File: src/rtl/ratio_seq_pkg.sv
package ratio_seq_pkg;

  typedef enum logic [1:0] {
    ST_DOWN  = 2'd0,
    ST_FIRST = 2'd1,
    ST_CONF  = 2'd2,
    ST_RUN   = 2'd3
  } seqState_t;

  // control -> datapath
  typedef struct packed {
    logic load;
  } ctlCmd_t;

  // datapath -> control
  typedef struct packed {
    logic rise;
    logic timeout;
    logic match;
  } dpFlag_t;

endpackage

File: src/rtl/ratio_seq_dp.sv
module ratio_seq_dp
  import ratio_seq_pkg::*;
#(
  parameter int TIMEOUT     = 4096,
  parameter int SYNC_STAGES = 2,
  parameter int CNT_W       = $clog2(TIMEOUT + 1)
) (
  input  logic             clk,
  input  logic             rstN,
  input  logic             lrck,
  input  ctlCmd_t          cmd,
  output dpFlag_t          flags,
  output logic [CNT_W-1:0] ratioReg
);

  localparam logic [CNT_W-1:0] LAST = CNT_W'(TIMEOUT - 1);

  logic [SYNC_STAGES-1:0] syncQ;
  logic                   lrckD;
  logic [CNT_W-1:0]       cnt;
  logic [CNT_W-1:0]       measured;
  logic                   riseW;

  always_ff @(posedge clk or negedge rstN) begin
    if (!rstN) begin
      syncQ <= '0;
      lrckD <= 1'b0;
    end else begin
      syncQ <= {syncQ[SYNC_STAGES-2:0], lrck};
      lrckD <= syncQ[SYNC_STAGES-1];
    end
  end

  assign riseW    = syncQ[SYNC_STAGES-1] & ~lrckD;
  assign measured = cnt + CNT_W'(1);

  // window counter: cleared by each edge, saturating at the timeout limit
  always_ff @(posedge clk or negedge rstN) begin
    if (!rstN)            cnt <= '0;
    else if (riseW)       cnt <= '0;
    else if (cnt != LAST) cnt <= cnt + CNT_W'(1);
  end

  always_ff @(posedge clk or negedge rstN) begin
    if (!rstN)         ratioReg <= '0;
    else if (cmd.load) ratioReg <= measured;
  end

  always_comb begin
    flags.rise    = riseW;
    flags.timeout = (cnt == LAST);
    flags.match   = (measured == ratioReg);
  end

  // the window counter never passes the timeout limit
  p_cnt_bound_r5: assert property (@(posedge clk) disable iff (!rstN)
    cnt <= LAST);

  // the stored ratio changes only when the control asks for a load
  p_ratio_hold_r3: assert property (@(posedge clk) disable iff (!rstN)
    !cmd.load |=> $stable(ratioReg));

endmodule

File: src/rtl/ratio_seq_ctl.sv
module ratio_seq_ctl
  import ratio_seq_pkg::*;
(
  input  logic    clk,
  input  logic    rstN,
  input  dpFlag_t flags,
  output ctlCmd_t cmd,
  output logic    upQ
);

  seqState_t state, stateNext;

  always_comb begin
    stateNext = state;
    cmd.load  = 1'b0;
    unique case (state)
      ST_DOWN: begin
        if (flags.rise) stateNext = ST_FIRST;
      end
      ST_FIRST: begin
        if (flags.rise) begin
          cmd.load  = 1'b1;
          stateNext = ST_CONF;
        end else if (flags.timeout) begin
          stateNext = ST_DOWN;
        end
      end
      ST_CONF: begin
        if (flags.rise) begin
          if (flags.match) stateNext = ST_RUN;
          else             cmd.load  = 1'b1;
        end else if (flags.timeout) begin
          stateNext = ST_DOWN;
        end
      end
      ST_RUN: begin
        if (flags.rise) begin
          if (!flags.match) stateNext = ST_FIRST;
        end else if (flags.timeout) begin
          stateNext = ST_DOWN;
        end
      end
      default: stateNext = ST_DOWN;
    endcase
  end

  always_ff @(posedge clk or negedge rstN) begin
    if (!rstN) state <= ST_DOWN;
    else       state <= stateNext;
  end

  assign upQ = (state == ST_RUN);

  // power-up follows an edge whose count matched the stored candidate
  p_up_needs_match_r4: assert property (@(posedge clk) disable iff (!rstN)
    $rose(upQ) |-> $past(flags.rise && flags.match));

  // a timeout without an edge ends the running state
  p_timeout_down_r5: assert property (@(posedge clk) disable iff (!rstN)
    (upQ && flags.timeout && !flags.rise) |=> !upQ);

  // a mismatched period ends the running state
  p_mismatch_down_r6: assert property (@(posedge clk) disable iff (!rstN)
    (upQ && flags.rise && !flags.match) |=> !upQ);

  // the candidate is never reloaded while running
  p_no_load_running_r8: assert property (@(posedge clk) disable iff (!rstN)
    upQ |-> !cmd.load);

endmodule

File: src/rtl/pwrup_ratio_seq.sv
module pwrup_ratio_seq
  import ratio_seq_pkg::*;
#(
  parameter int TIMEOUT     = 4096,
  parameter int SYNC_STAGES = 2,
  localparam int CNT_W      = $clog2(TIMEOUT + 1)
) (
  input  logic             mclk,
  input  logic             rstN,
  input  logic             lrck,
  output logic [CNT_W-1:0] ratio,
  output logic             dpReset,
  output logic             poweredUp
);

  ctlCmd_t          cmd;
  dpFlag_t          flags;
  logic [CNT_W-1:0] ratioReg;
  logic             upQ;

  ratio_seq_dp #(
    .TIMEOUT(TIMEOUT),
    .SYNC_STAGES(SYNC_STAGES),
    .CNT_W(CNT_W)
  ) u_dp (
    .clk(mclk),
    .rstN(rstN),
    .lrck(lrck),
    .cmd(cmd),
    .flags(flags),
    .ratioReg(ratioReg)
  );

  ratio_seq_ctl u_ctl (
    .clk(mclk),
    .rstN(rstN),
    .flags(flags),
    .cmd(cmd),
    .upQ(upQ)
  );

  assign poweredUp = upQ;
  assign dpReset   = ~upQ;
  assign ratio     = upQ ? ratioReg : '0;

endmodule

File: config.mk
export PLATFORM = sky130hd
export DESIGN_NAME = pwrup_ratio_seq
export DESIGN_NICKNAME = d
export VERILOG_FILES = /design/src/rtl/ratio_seq_pkg.sv /design/src/rtl/ratio_seq_dp.sv /design/src/rtl/ratio_seq_ctl.sv /design/src/rtl/pwrup_ratio_seq.sv
export SDC_FILE = /design/constraint.sdc
export NUM_CORES = 1
export LEC_CHECK = 0
export BUFFER_PORTS_ARGS = -buffer_cell sky130_fd_sc_hd__buf_2
export CORE_AREA = 2 2 66 68
export CTS_BUF_LIST = sky130_fd_sc_hd__clkbuf_4 sky130_fd_sc_hd__clkbuf_8
export CTS_CLUSTER_DIAMETER = 150
export DETAILED_ROUTE_END_ITERATION = 10
export DIE_AREA = 0 0 68 70
export HOLD_SLACK_MARGIN = 0.05
export PLACE_DENSITY = 0.68
export SLEW_MARGIN = 30
export SYNTH_ARGS = -nofsm -noshare
export SYNTH_HDL_FRONTEND = slang
export SYNTH_SLANG_ARGS = --single-unit
export TNS_END_PERCENT = 30
File: constraint.sdc
create_clock -name mclk -period 3.56 [get_ports mclk]
set_input_delay 0.89 -clock mclk [delete_from_list [all_inputs] [get_ports mclk]]
set_output_delay 0.89 -clock mclk [all_outputs]
set_load 0.005 [all_outputs]
==> results.yml, run 1 <==
timing:
  slew_headroom: 0.550
  final_max_slew_viol_count: 0
  hold_viol_final: 0
  min_period_ps: 3030
  tns_ps: 0
  tightest_slew_ps: 675
  grt_setup_unrepaired: "no"
  finalCritPeriodShare: 0.852
  worst_clock_skew_ps: 9.12
  finalSetupViolCount: 0
  max_freq_ghz: 0.330
pwr:
  p_per_area_nw_per_um2: 526
  p_total_uw: 1160
  p_leak_uw: 0.00101
  ir_drop_mv: 0.360
floorplan:
  start_util: 0.477
  fp.coreArea_um2: 4140
  ioPinCount: 18
  die_area_um2: 4760
  die_width_um: 68
  row_count: 24
  die_height_um: 70
setup_path:
  r2r_slack_ps: 530
  crit_start: "u_dp.cnt[3]"
  timing.critical_path.slowest_stage_cell: "dfrtp_1"
  worstPathCellList: "nand4_2 > nor2_1 > mux2_2 > nor4_1 > and4b_1 > o21a_4 > mux2_2"
  timing.rr.start: "u_dp.cnt[3]"
  slowest_delay_ps: 490
  reg2reg_to: "u_dp.ratioReg[8]"
  crit_required_ps: 3730
  r2r_cells: 7
  worstPathArrival_ps: 3200
  crit_fanout: 13
  cpMostUsedCell: "mux2_2"
  startpoint_type: "flop"
  path_class: "flop to flop"
  end_kind: "flop"
  endpoint: "u_dp.ratioReg[8]"
global_routing:
  antenna_found_initial: 0
  grt_max_degree: 32
  grt_usage: 0.195
  grt_pass1_vias: 1458
  grt_first_pass_wirelength_um: 6930
  grt-ovfl-total: 0
cts:
  cts_root_buf: "clkbuf_8"
  cts_tree: "done"
  htreeDepth: 2
  post-cts-setup-buffers: 0
  clock_sink_count: 31
  cts_buffers: 5
  cts_hold_buf: 0
  cts_resized: 0
  cts.clk_slew.worst_paths_ps: 70
  clk_latency_ps: 290
  clock_path_buffers: 2
synthesis:
  avgSynthCellArea_um2: 9.64
  yosys.area.top_type: "dfrtp_1"
  yosysWarnings: 0
  synth-edff-count: 0
  synth-seq-area-share: 0.393
  netlist_area_um2: 1980
  postSynthCellCount: 205
  yosysTopAreaCellShare: 0.393
  synthSimpleGateAreaFrac: 0.244
  syn_nets: 213
  synth_compound_area_frac: 0.153
  synthAdderAreaFrac: 0.0317
  synth_area_leaders: "dfrtp_1 (39%), nor2_1 (5.3%), and2_1 (4.7%)"
  yosysUniqueCellTypes: 45
  synth_xor_area_frac: 0.0798
  ys_async_sr_fraction: 1.00
  synthMuxAreaShare: 0.0608
  synth_top_family_by_area: "simple AND/OR/NAND/NOR gates"
  dominantRegCellSynth: "dfrtp_1"
  synth-seq-cells: 31
  synth_most_common_cell: "dfrtp_1"
  synth_commonest_cells: "dfrtp_1 (31), nor2_1 (28), and2_1 (15)"
flow_run:
  maxCapViolCount: 0
drt:
  routed.top_layer: "met4"
  routed-wl-met3_um: 209
  routed-wl-met2_um: 1880
  met1_length_um: 1890
  drt_pre_antenna_iters: 4
  num_vias: 1545
  antenna_left: 0
  drc: 0
  viasPerCell: 5.62
  routed_wl_um: 4060
  routedWlPerCell_um: 14.8
  drtIter0Drc: 76
finish:
  antennaDiodeCount: 0
  layout.nets: 230
  drive_gt1_frac: 0.197
  area_growth_pct: 11.5
  n_fill_cell: 390
place:
  dp_hpwl_um: 2940
  place.port_buffers: 17
  gp_congestion: 0.823
min_path:
  hold_path.class: "flop to flop"
  hold_depth: 0
outcome:
  status: "finished clean"
## sequential cells by signal, indices dropped and copies added (netlist names)
register,flops
u_dp.ratioReg,13
u_dp.cnt,13
u_dp.syncQ,2
u_dp.lrckD,1
u_ctl.state,2
## worst min-delay path by stage
| stage | start | end |
|---|---|---|
| floorplan | u_dp.syncQ[0] | u_dp.syncQ[1] |
| global placement | u_dp.syncQ[0] | u_dp.syncQ[1] |
| detailed placement | u_dp.syncQ[0] | u_dp.syncQ[1] |
| CTS | u_dp.syncQ[0] | u_dp.syncQ[1] |
| global route | u_dp.syncQ[0] | u_dp.syncQ[1] |
| finish | u_dp.syncQ[0] | u_dp.syncQ[1] |
## cell usage in the layout (no fill, tap or decap), types with 4 or more instances in the layout
cell type / count
a21oi_1: 9
and2_1: 15
buf_2: 17
clkbuf_8: 6
dfrtp_1: 31
ha_1: 5
inv_1: 7
mux2_2: 4
nand2_1: 7
nand3_1: 7
nor2_1: 28
nor2b_1: 5
nor3_1: 5
o211ai_1: 7
o21ai_0: 13
xnor2_1: 10
xor2_1: 8
## metrics by stage
stage	hold WS, ps	setup WS [ps]	instances	utilization	cell area [um2]
2_1_floorplan	331	1020	205	-	1980
3_3_place_gp	345	646	267	0.503	2080
3_5_place_dp	336	570	267	0.503	2080
4_1_cts	361	548	275	0.531	2200
5_1_grt	366	380	275	0.531	2200
6_report	358	527	275	0.531	2200
## routing by layer
layer  vias up  GRT usage
met4         0     0.0822
met1       742      0.273
met5         -          0
met2        36      0.286
met3         9     0.0451
li1        758          -
## power breakdown
| part | leakage (uW) | internal (uW) | switching [uW] |
|---|---|---|---|
| Sequential | 0.000415 | 401 | 60.1 |
| Clock | 0.0000612 | 226 | 133 |
| Combinational | 0.000536 | 145 | 192 |
| Total | 0.00101 | 772 | 385 |
## critical path: cells and delay by family, from the launching register on
kind               cells  cell delay, ps
AOI/OAI and AO/OA      1             310
muxes                  2             740
and+or+nand+nor        4            1360
DFF                    1             490
## cell families (layout without fill, tap and decap cells)
kind of cell             Yosys count  in the layout
AO/OA/AOI/OAI                     42             42
XOR/XNOR                          18             18
adder cells (fa/ha/maj)            5              5
buffers and inverters             15             33
flip-flops                        31             31
multiplexers                      10             10
AND/OR/NAND/NOR                   84             84
## final cells by class
class / instances / area [um2] / share of cell area
sequential: 31 / 776 / 0.352
inverter: 7 / 26.3 / 0.0119
clock inverter: 2 / 35.0 / 0.0159
multi-input combinational: 159 / 1120 / 0.511
timing repair buffer: 18 / 92.6 / 0.0420
tap: 52 / 65.1 / 0.0295
clock buffer: 6 / 82.6 / 0.0375
(Power assumes the default switching activity.)
==> run 2: changes to the inputs <==
- CORE_AREA: 2 2 66 68 -> 2 2 69 71
- DIE_AREA: 0 0 68 70 -> 0 0 71 73
- PLACE_DENSITY: 0.68 -> 0.66
- RECOVER_POWER: default -> 100
==> results.yml, run 2 (same netlist as run 1, synthesis figures left out) <==
finish:
  multi_input_area_um2: 1090
  reg_top3: "u_dp.cnt x13, u_dp.ratioReg x13"
  n_fill_cell: 440
  final_common_cell: "dfrtp_1"
  drive_gt1_frac: 0.152
  final_cell_mix: "dfrtp_1 (31), nor2_1 (28), o21ai_0 (13)"
  layout.nets: 230
  antennaDiodeCount: 0
  regArea_um2: 776
  post-route-cell-area_um2: 2170
  area_growth_pct: 9.69
global_routing:
  use_met1: 0.256
  grt_first_pass_wirelength_um: 7160
  grt-ovfl-total: 0
  grt_max_degree: 32
  antenna_found_initial: 0
  use_met2: 0.274
  grt_pass1_vias: 1435
  grt_usage: 0.181
  top_usage_layer: "met2"
  met3_usage: 0.0331
cts:
  clock_sink_count: 31
  cts.clk_slew.worst_paths_ps: 60
  post-cts-setup-buffers: 0
  cts_tree: "done"
  clk_latency_ps: 290
  cts_hold_buf: 0
  cts_buffers: 5
  htreeDepth: 2
  cts_root_buf: "clkbuf_8"
  cts_resized: 0
  clock_path_buffers: 2
drt:
  drt_pre_antenna_iters: 4
  viasPerCell: 5.52
  antenna_left: 0
  drtIter0Drc: 110
  drc: 0
  num_vias: 1528
  routed_wl_um: 4420
  routedWlPerCell_um: 15.9
pwr:
  power_frac_seq: 0.399
  p_per_area_nw_per_um2: 538
  power.share.clock: 0.311
  pwr-share-comb: 0.290
  p_leak_uw: 0.000976
  power_switching_share: 0.339
  power.switching_uw: 395
  ir_drop_mv: 0.276
  power.internal_uw: 770
timing:
  tightest_slew_ps: 1660
  min_period_ps: 3120
  max_freq_ghz: 0.321
  slew_headroom: -0.106
  finalSetupViolCount: 0
  hold_viol_final: 0
  tns_ps: 0
  grt_setup_unrepaired: "no"
  final_max_slew_viol_count: 32
  finalCritPeriodShare: 0.876
  worst_clock_skew_ps: 6.46
floorplan:
  row_count: 25
  fp.coreArea_um2: 4540
  die_area_um2: 5180
  ioPinCount: 18
  die_height_um: 73
  start_util: 0.436
  die_width_um: 71
setup_path:
  path_class: "flop to flop"
  crit_fanout: 13
  crit_required_ps: 3730
  end_kind: "flop"
  startpoint_type: "flop"
  worstPathArrival_ps: 3290
outcome:
  violations: "max-capacitance violations, max-slew violations"
  status: "finished, violations left"
place:
  dp_hpwl_um: 3100
  detailed_place.area_um2: 2090
  place.port_buffers: 17
  gp_congestion: 0.880
min_path:
  hold_path.class: "flop to flop"
flow_run:
  maxCapViolCount: 1
==> run 2: cell count changes in the layout (fill, tap and decap cells not counted), sizes merged <==
cell    previous run  this run
clkbuf             6        13
buf               18        11
==> run 2: metal layers <==
layer / vias up / wire (um) / part of all wire
li1: 755 / - / -
met1: 731 / 2210 / 0.50
met2: 33 / 1950 / 0.44
met3: 9 / 180 / 0.041
met4: 0 / 75 / 0.017
met5: - / 0 / 0
==> run 2: power groups by stage <==
stage	logic [uW]	registers, uW	clock network, uW
floorplan	297	445	0
global placement	339	469	0
detailed placement	339	469	0
CTS	342	463	367
global route	385	468	379
finish	339	465	362
==> run 2: path summary, 6_finish.rpt <==
check	cells after the start	to	slack, ps	from
worst min-delay path	0	u_dp.syncQ[1]	360	u_dp.syncQ[0]
worst min register to register	0	u_dp.syncQ[1]	360	u_dp.syncQ[0]
worst max register to register	8	u_dp.ratioReg[9]	440	u_dp.cnt[0]
worst max-delay path	8	u_dp.ratioReg[9]	440	u_dp.cnt[0]
min in group asynchronous	1	u_dp.cnt[10]	1020	rstN
max in group asynchronous	1	u_ctl.state[1]	1570	rstN
==> run 2: through the flow <==
stage | power (uW) | std cells | utilization | worst slack [ps] | hold WS, ps
3_5_place_dp | 808 | 269 | 0.460 | 527 | 336
6_report | 1170 | 277 | 0.478 | 442 | 358
4_1_cts | 1170 | 277 | 0.486 | 535 | 360
5_1_grt | 1230 | 277 | 0.478 | 225 | 370
2_1_floorplan | 742 | 205 | - | 1020 | 331
3_3_place_gp | 808 | 269 | 0.460 | 598 | 344
==> run 2: final cells by class <==
cell class                 instances  area share
tap                               54      0.0312
inverter                           7      0.0121
sequential                        31       0.358
multi-input combinational        159       0.505
clock buffer                       6      0.0381
timing repair buffer              18      0.0393
clock inverter                     2      0.0162
==> run 2: worst max-delay path, cell delays in order (launching register included) <==
cell,delay [ps]
dfrtp_1,440
ha_1,280
nand2_2,120
o41ai_1,630
nor2_1,90
nor4_1,260
and4b_1,490
o21a_4,310
mux2_2,360
==> run 3: changes to the inputs <==
- RECOVER_POWER: 100 -> 50
==> results.yml, run 3 (same netlist as run 1, synthesis figures left out) <==
global_routing:
  grt_max_degree: 32
  grt_usage: 0.181
  antenna_found_initial: 0
  grt_first_pass_wirelength_um: 7160
  grt_pass1_vias: 1435
  grt-ovfl-total: 0
pwr:
  p_per_area_nw_per_um2: 535
  p_leak_uw: 0.00101
  ir_drop_mv: 0.277
  p_total_uw: 1170
timing:
  tightest_slew_ps: 1660
  max_freq_ghz: 0.318
  worst_clock_skew_ps: 5.88
  slew_headroom: -0.108
  finalCritPeriodShare: 0.883
  hold_viol_final: 0
  finalSetupViolCount: 0
  fin_ws_ps: 416
  grt_setup_unrepaired: "no"
  tns_ps: 0
  final_max_slew_viol_count: 32
  min_period_ps: 3140
cts:
  htreeDepth: 2
  clock_sink_count: 31
  clk_latency_ps: 290
  cts_tree: "done"
  cts_root_buf: "clkbuf_8"
  post-cts-setup-buffers: 0
  cts_hold_buf: 0
  cts_resized: 0
  cts.clk_slew.worst_paths_ps: 60
  clock_path_buffers: 2
  cts_buffers: 5
outcome:
  violations: "max-capacitance violations, max-slew violations"
  status: "finished, violations left"
finish:
  regArea_um2: 776
  final_common_cell: "dfrtp_1"
  n_fill_cell: 432
  layout.nets: 230
  drive_gt1_frac: 0.188
  reg_top3: "u_dp.cnt x13, u_dp.ratioReg x13"
  final_cell_mix: "dfrtp_1 (31), nor2_1 (28), buf_2 (16)"
  area_growth_pct: 10.6
  finalNonFillerCells: 277
  multi_input_area_um2: 1110
  antennaDiodeCount: 0
flow_run:
  maxCapViolCount: 1
min_path:
  hold_path.class: "flop to flop"
drt:
  viasPerCell: 5.57
  drtIter0Drc: 114
  drt_pre_antenna_iters: 4
  routed_wl_um: 4400
  drc: 0
  num_vias: 1542
  antenna_left: 0
  routedWlPerCell_um: 15.9
place:
  dpl_worst_slack_ps: 527
  gp_congestion: 0.880
  dp_hpwl_um: 3100
  place.port_buffers: 17
  place_inst: 269
setup_path:
  end_kind: "flop"
  worstPathArrival_ps: 3320
  path_class: "flop to flop"
  crit_required_ps: 3730
  crit_fanout: 13
  startpoint_type: "flop"
floorplan:
  die_area_um2: 5180
  ioPinCount: 18
  row_count: 25
  die_height_um: 73
  die_width_um: 71
  fp.coreArea_um2: 4540
  start_util: 0.436
[run 3: cell count changes in the layout (fill, tap and decap cells not counted), sizes merged]
cell,delta
clkbuf,-6
buf,+6
[run 3: metrics by stage]
stage	cell area (um2)	hold WS, ps	utilization
floorplan	1980	331	-
global placement	2090	344	0.460
detailed placement	2090	336	0.460
CTS	2200	360	0.486
global route	2180	370	0.482
finish	2180	358	0.482
[run 3: where the power goes]
| group | total, uW | leakage [uW] | internal [uW] | switching (uW) |
|---|---|---|---|---|
| Combinational | 341 | 0.000531 | 145 | 196 |
| Clock | 363 | 0.0000612 | 226 | 136 |
| Sequential | 464 | 0.000415 | 401 | 63.4 |
[run 3: worst paths after layout]
check / from / endpoint / slack [ps] / cells after the start
setup / recovery: u_dp.cnt[0] / u_dp.ratioReg[9] / 420 / 8
hold / removal: u_dp.syncQ[0] / u_dp.syncQ[1] / 360 / 0
setup reg to reg: u_dp.cnt[0] / u_dp.ratioReg[9] / 420 / 8
hold reg to reg: u_dp.syncQ[0] / u_dp.syncQ[1] / 360 / 0
max in group asynchronous: rstN / u_ctl.state[1] / 1570 / 1
min in group asynchronous: rstN / u_dp.cnt[10] / 1020 / 1
[run 3: critical path: stages (launching register included)]
cell	delay (ps)
dfrtp_1	440
ha_1	290
nand2_2	120
o41ai_1	640
nor2_1	90
nor4_1	270
and4b_1	490
o21a_4	320
mux2_2	360
[run 3: metal layers]
metal | part of all wire | vias up | global-route usage
met1 | 0.49 | 746 | 0.256
met4 | 0.017 | 0 | 0.0713
li1 | - | 752 | -
met5 | 0 | - | 0
met2 | 0.45 | 35 | 0.274
met3 | 0.046 | 9 | 0.0331
[run 3: area by class of cell]
| class | instances | share of cell area |
|---|---|---|
| Timing Repair Buffer | 18 | 0.0418 |
| Sequential cell | 31 | 0.355 |
| Inverter | 7 | 0.0120 |
| Multi-Input combinational cell | 159 | 0.506 |
| Tap cell | 54 | 0.0309 |
| Clock inverter | 2 | 0.0160 |
| Clock buffer | 6 | 0.0378 |
